==> src/rtl/tlb_xlate.sv <==
module tlb_xlate #(
  parameter int VA_W      = 32,
  parameter int PAGE_BITS = 12,
  parameter int PPN_W     = 20,
  parameter int SET_BITS  = 4
) (
  input  logic                       clk,
  input  logic                       rst_n,
  input  logic                       req_valid,
  input  logic [VA_W-1:0]            req_vaddr,
  input  logic                       req_write,
  input  logic                       req_user,
  output logic                       resp_valid,
  output logic                       resp_hit,
  output logic                       resp_miss,
  output logic [PPN_W+PAGE_BITS-1:0] resp_paddr,
  output logic [5:0]                 resp_perm,
  output logic                       resp_denied,
  input  logic                       fill_valid,
  input  logic [VA_W-PAGE_BITS-1:0]  fill_vpn,
  input  logic [PPN_W-1:0]           fill_ppn,
  input  logic [5:0]                 fill_perm,
  input  logic                       flush_nonglobal,
  input  logic                       flush_all
);
  localparam int WAYS   = 4;
  localparam int VPN_W  = VA_W - PAGE_BITS;
  localparam int TAG_W  = VPN_W - SET_BITS;
  localparam int SETS   = 1 << SET_BITS;
  localparam int GLB    = 5;

  logic [SETS-1:0][WAYS-1:0] valid_q;
  logic [TAG_W-1:0] tag_q  [SETS][WAYS];
  logic [PPN_W-1:0] ppn_q  [SETS][WAYS];
  logic [5:0]       perm_q [SETS][WAYS];
  logic [2:0]       plru_q [SETS];

  function automatic logic [1:0] first_set(input logic [WAYS-1:0] v);
    logic [1:0] r = 2'd0;
    for (int i = WAYS - 1; i >= 0; i--) if (v[i]) r = 2'(i);
    return r;
  endfunction

  function automatic logic [2:0] touch(input logic [2:0] t, input logic [1:0] w);
    logic [2:0] r = t;
    r[0] = ~w[1];
    if (!w[1]) r[1] = ~w[0];
    else       r[2] = ~w[0];
    return r;
  endfunction

  function automatic logic [1:0] victim(input logic [2:0] t);
    return t[0] ? {1'b1, t[2]} : {1'b0, t[1]};
  endfunction

  wire [SET_BITS-1:0] l_set = req_vaddr[PAGE_BITS +: SET_BITS];
  wire [TAG_W-1:0]    l_tag = req_vaddr[VA_W-1 -: TAG_W];
  wire [SET_BITS-1:0] f_set = fill_vpn[SET_BITS-1:0];
  wire [TAG_W-1:0]    f_tag = fill_vpn[VPN_W-1 -: TAG_W];

  logic [WAYS-1:0] l_hitv, f_match;
  for (genvar w = 0; w < WAYS; w++) begin : g_cmp
    assign l_hitv[w]  = valid_q[l_set][w] && (tag_q[l_set][w] == l_tag);
    assign f_match[w] = valid_q[f_set][w] && (tag_q[f_set][w] == f_tag);
  end

  wire             l_hit = |l_hitv;
  wire [1:0]       l_way = first_set(l_hitv);
  wire [WAYS-1:0]  f_inv = ~valid_q[f_set];
  wire [1:0]       f_way = |f_match ? first_set(f_match)
                         : |f_inv   ? first_set(f_inv)
                         :            victim(plru_q[f_set]);
  wire             sel   = req_valid && l_hit;
  wire [5:0]       l_perm = perm_q[l_set][l_way];
  wire             deny  = (req_write && !l_perm[0]) || (req_user && !l_perm[1]);

  always_ff @(posedge clk or negedge rst_n) begin
    if (!rst_n) begin
      valid_q <= '0;
      for (int s = 0; s < SETS; s++) plru_q[s] <= 3'd0;
    end else begin
      if (sel) plru_q[l_set] <= touch(plru_q[l_set], l_way);
      if (fill_valid) plru_q[f_set] <= touch(plru_q[f_set], f_way);
      for (int s = 0; s < SETS; s++)
        for (int w = 0; w < WAYS; w++)
          if (flush_all || (flush_nonglobal && !perm_q[s][w][GLB]))
            valid_q[s][w] <= 1'b0;
      if (fill_valid) valid_q[f_set][f_way] <= 1'b1;
    end
  end

  always_ff @(posedge clk) begin
    if (fill_valid) begin
      tag_q[f_set][f_way]  <= f_tag;
      ppn_q[f_set][f_way]  <= fill_ppn;
      perm_q[f_set][f_way] <= fill_perm;
    end
  end

  always_ff @(posedge clk or negedge rst_n) begin
    if (!rst_n) begin
      resp_valid  <= 1'b0;
      resp_hit    <= 1'b0;
      resp_miss   <= 1'b0;
      resp_paddr  <= '0;
      resp_perm   <= '0;
      resp_denied <= 1'b0;
    end else begin
      resp_valid  <= req_valid;
      resp_hit    <= sel;
      resp_miss   <= req_valid && !l_hit;
      resp_paddr  <= sel ? {ppn_q[l_set][l_way], req_vaddr[PAGE_BITS-1:0]} : '0;
      resp_perm   <= sel ? l_perm : '0;
      resp_denied <= sel && deny;
    end
  end
endmodule

==> config.mk <==
export PLATFORM = sky130hd
export DESIGN_NAME = tlb_xlate
export DESIGN_NICKNAME = d
export VERILOG_FILES = /design/src/rtl/tlb_xlate.sv
export SDC_FILE = /design/constraint.sdc
export NUM_CORES = 2
export LEC_CHECK = 0
export BUFFER_PORTS_ARGS = -buffer_cell sky130_fd_sc_hd__buf_2
export CAP_MARGIN = 10
export CORE_MARGIN = 1
export CORE_UTILIZATION = 50
export CTS_CLUSTER_SIZE = 30
export DETAILED_ROUTE_END_ITERATION = 12
export PLACE_DENSITY = 0.75
export SETUP_SLACK_MARGIN = 0.1
export SLEW_MARGIN = 20
export SYNTH_ARGS = -nofsm -noshare
export SYNTH_HDL_FRONTEND = slang
export SYNTH_SLANG_ARGS = --single-unit
==> constraint.sdc <==
create_clock -name clk -period 7.35 [get_ports clk]
set_input_delay 0.735 -clock clk [delete_from_list [all_inputs] [get_ports clk]]
set_output_delay 0.735 -clock clk [all_outputs]
set_load 0.005 [all_outputs]
==> qor.csv <==
stage,metric,value,unit
finish,final_area,137200,um^2
floorplan,start_util,0.5027,
timing,skew,0.05799,ns
placement,gp_congestion,0.9388,
clocking,path_clk_slew,0.06,ns
logic_synthesis,syn_nets,5954,
logic_synthesis,syn_area,122300,um^2
timing,timing.final.ws_setup,1.404,ns
timing,slew_violations,0,
finish,area_growth,12.18,%
floorplan,die_w,496.5,um
logic_synthesis,async_reset_ff_frac,0.05419,
critical_path,arrival,6.49,ns
critical_path,worstPathRequired,7.89,ns
clocking,insertion_delay,0.95,ns
placement,dpl_cell_area,127800,um^2
drt,wl,348.9,mm
logic_synthesis,yosysWarnings,0,
clocking,clk_path_buf_depth,4,
placement,dp_cells,9082,
critical_path,end_kind,flop,
logic_synthesis,synth_compound_area_frac,0.03354,
logic_synthesis,synthFlopType,edfxtp_1,
timing,rsz0062_at_grt,no,
finish,nNetsFinal,6274,
drt,post-route-drc-count,0,
pwr,cellPowerDensity,253.6,nW/um^2
drt,wl_per_cell,36.32,um
logic_synthesis,ys_seq_elements,2842,
drt,antenna_left,0,
clocking,cts_sinks,2842,
timing,fin_crit,5.946,ns
placement,place_ws,0.6167,ns
logic_synthesis,synthMuxAreaShare,0.2249,
timing,max-slew-margin-rel,0.2330,
critical_path,start_kind,input pin,
logic_synthesis,yosys.area.top_type,edfxtp_1,
logic_synthesis,yosysUniqueCellTypes,105,
floorplan,io-pin-count,128,
drt,drt-initial-drc-count,11070,
run_status,status,completed,
global_route,grt.overflow.total,0,
global_route,grt_pass1_vias,66940,
timing,finalSetupTns,0,ns
critical_path,r2r_setup_slack,1.59,ns
global_route,grt_usage,0.2843,
logic_synthesis,synth-simple-area-share,0.02032,
floorplan,rows,181,
floorplan,die_h,496.5,um
clocking,cts_buffers,298,
logic_synthesis,yosysTopAreaCellShare,0.6601,
timing,min_period_over_period,0.8090,
logic_synthesis,yosys.area_share.xor_xnor,0.008667,
global_route,grt_pass1_wl,494.4,mm
logic_synthesis,synth_area_leaders,"edfxtp_1 66%, mux4_2 19%, dfrtp_1 3.2%",
timing,timing.fmax,0.1682,GHz
placement,portBuffers,127,
timing,hold_viol_final,0,
timing,worst_pin_slew,1.151,ns
clocking,postCtsSetupRepairBufs,0,
global_route,antenna_found_initial,15,
clocking,cts_tree,built,
logic_synthesis,synthAdderAreaFrac,0,
placement,place_hpwl,208.6,mm
logic_synthesis,ys_seq_area_frac,0.6917,
flow_run,maxCapViolCount,0,
pwr,max-vdd-ir-drop,0.2584,mV
critical_path,criticalPathCategory,in -> reg,
timing,setup_viol,0,
global_route,grt_max_degree,107,
clocking,cts_resized,0,
floorplan,coreArea,243200,um^2
drt,route.vias.total,67240,
floorplan,design.die.area,246500,um^2
clocking,root_buffer,clkbuf_16,
logic_synthesis,synth_cells,5868,
drt,via_per_inst,6.999,
finish,fin_cells,9607,
logic_synthesis,avgSynthCellArea,20.84,um^2
drt,firstDrtPassIters,9,
timing,fin_hold_ws,0.04991,ns
critical_path,cp_max_fo,74,
logic_synthesis,synth_edf_count,2688,
finish,drive_above_1_share,0.3275,
logic_synthesis,synth_top_family_by_area,multiplexers,
pwr,power.leakage,44.29,nW
worst_hold_path,min_path_type,in -> reg,
clocking,h-tree-depth,5,
-- placed cells by master (no fill, tap or decap), types with 41 or more instances in the layout --
| master | count |
|---|---|
| a211oi_1 | 52 |
| a22oi_1 | 72 |
| buf_2 | 110 |
| buf_4 | 281 |
| clkbuf_1 | 52 |
| clkbuf_16 | 304 |
| clkinv_1 | 47 |
| clkinv_2 | 46 |
| dfrtp_1 | 154 |
| edfxtp_1 | 2688 |
| inv_1 | 44 |
| mux2_2 | 41 |
| mux2i_1 | 326 |
| mux4_2 | 1051 |
| nand2_1 | 72 |
| nand3_1 | 55 |
| nor2_1 | 41 |
| nor2_4 | 65 |
| o211ai_1 | 72 |
| o21ai_0 | 55 |
| o21ai_1 | 41 |
| xnor2_1 | 94 |
-- worst max-delay path: stages --
cell and delay (ns):
buf_8 0.60, mux4_2 0.62, mux4_2 0.48, xor2_1 0.16, nor4_1 0.72, nand2_1 0.27
or4_1 0.57, a21boi_1 0.22, o21ai_2 0.28, nand2_2 0.12, buf_12 0.20, nor2_4 0.84
buf_4 0.54
-- kinds of logic (layout without fill, tap and decap cells) --
family / Yosys count / count (layout)
AOI/OAI and AO/OA: 548 / 548
buffers and inverters: 471 / 996
DFF: 2842 / 2842
xor gates and xnor gates: 121 / 121
muxes: 1427 / 1427
and+or+nand+nor: 459 / 459
other: 0 / 12
-- path summary, 6_finish.rpt --
check,from,end,cells past startpoint
hold reg to reg,perm_q[13][23],valid_q[52],2
max in group asynchronous,rst_n,resp_paddr[12],4
min in group asynchronous,rst_n,resp_paddr[9],2
setup / recovery,fill_vpn[0],ppn_q[2][27],13
setup reg to reg,tag_q[14][16],ppn_q[2][27],12
hold / removal,req_vaddr[11],resp_paddr[11],2
-- flip-flops by register name (all words and copies together) (netlist names), 6 cells and up --
| signal | cells |
|---|---|
| resp_paddr | 32 |
| ppn_q | 1280 |
| plru_q | 48 |
| resp_perm | 6 |
| perm_q | 384 |
| tag_q | 1024 |
| valid_q | 64 |
-- where the power goes --
group | total (mW) | internal, mW | switching, mW
clock network | 14.5 | 8.44 | 6.11
registers | 17.9 | 17.8 | 0.0456
logic | 2.39 | 0.929 | 1.46
-- layer usage --
| layer | track usage | vias to the layer above | part of all wire |
|---|---|---|---|
| met2 | 0.4366 | 5215 | 0.46 |
| li1 | - | 25730 | - |
| met5 | 0 | - | 0.000097 |
| met3 | 0.06317 | 954 | 0.12 |
| met4 | 0.1347 | 6 | 0.056 |
| met1 | 0.3899 | 35340 | 0.36 |
-- through the flow --
step	power, mW	utilization
6_report	34.79	0.5640
5_1_grt	35.55	0.5639
4_1_cts	34.87	0.5637
3_5_place_dp	20.53	0.5255
3_3_place_gp	20.47	0.5255
2_1_floorplan	19.61	-
-- area by class of cell --
cell class	instances	area, um^2
repair buffers	437	3452
clock inverters	137	1256
inverters	54	215.2
fillers	17490	106100
flip-flops and latches	2842	84570
well taps	3202	4006
multi-input cells	2555	35670
clock buffers	368	7968
diodes	12	30.03
-- synthesized netlist by cell type (35+ instances only) --
cell type	count
a211oi_1	52
a21oi_1	39
a22oi_1	72
and3_1	38
buf_2	142
buf_4	48
buf_6	51
clkbuf_1	145
dfrtp_1	154
edfxtp_1	2688
inv_1	45
mux2_2	41
mux2i_1	326
mux4_2	1051
nand2_1	73
nand3_1	55
nor2_1	105
o211ai_1	72
o21ai_0	55
o21ai_1	41
o22ai_1	35
xnor2_1	94
-- what timing repair did --
item                                    4_1_cts  5_1_grt
endpoints found under the hold margin        43        0
hold buffers                                  8        0
endpoints found under the setup margin        0        0
Note: power is estimated with default switching activity, not from simulation.
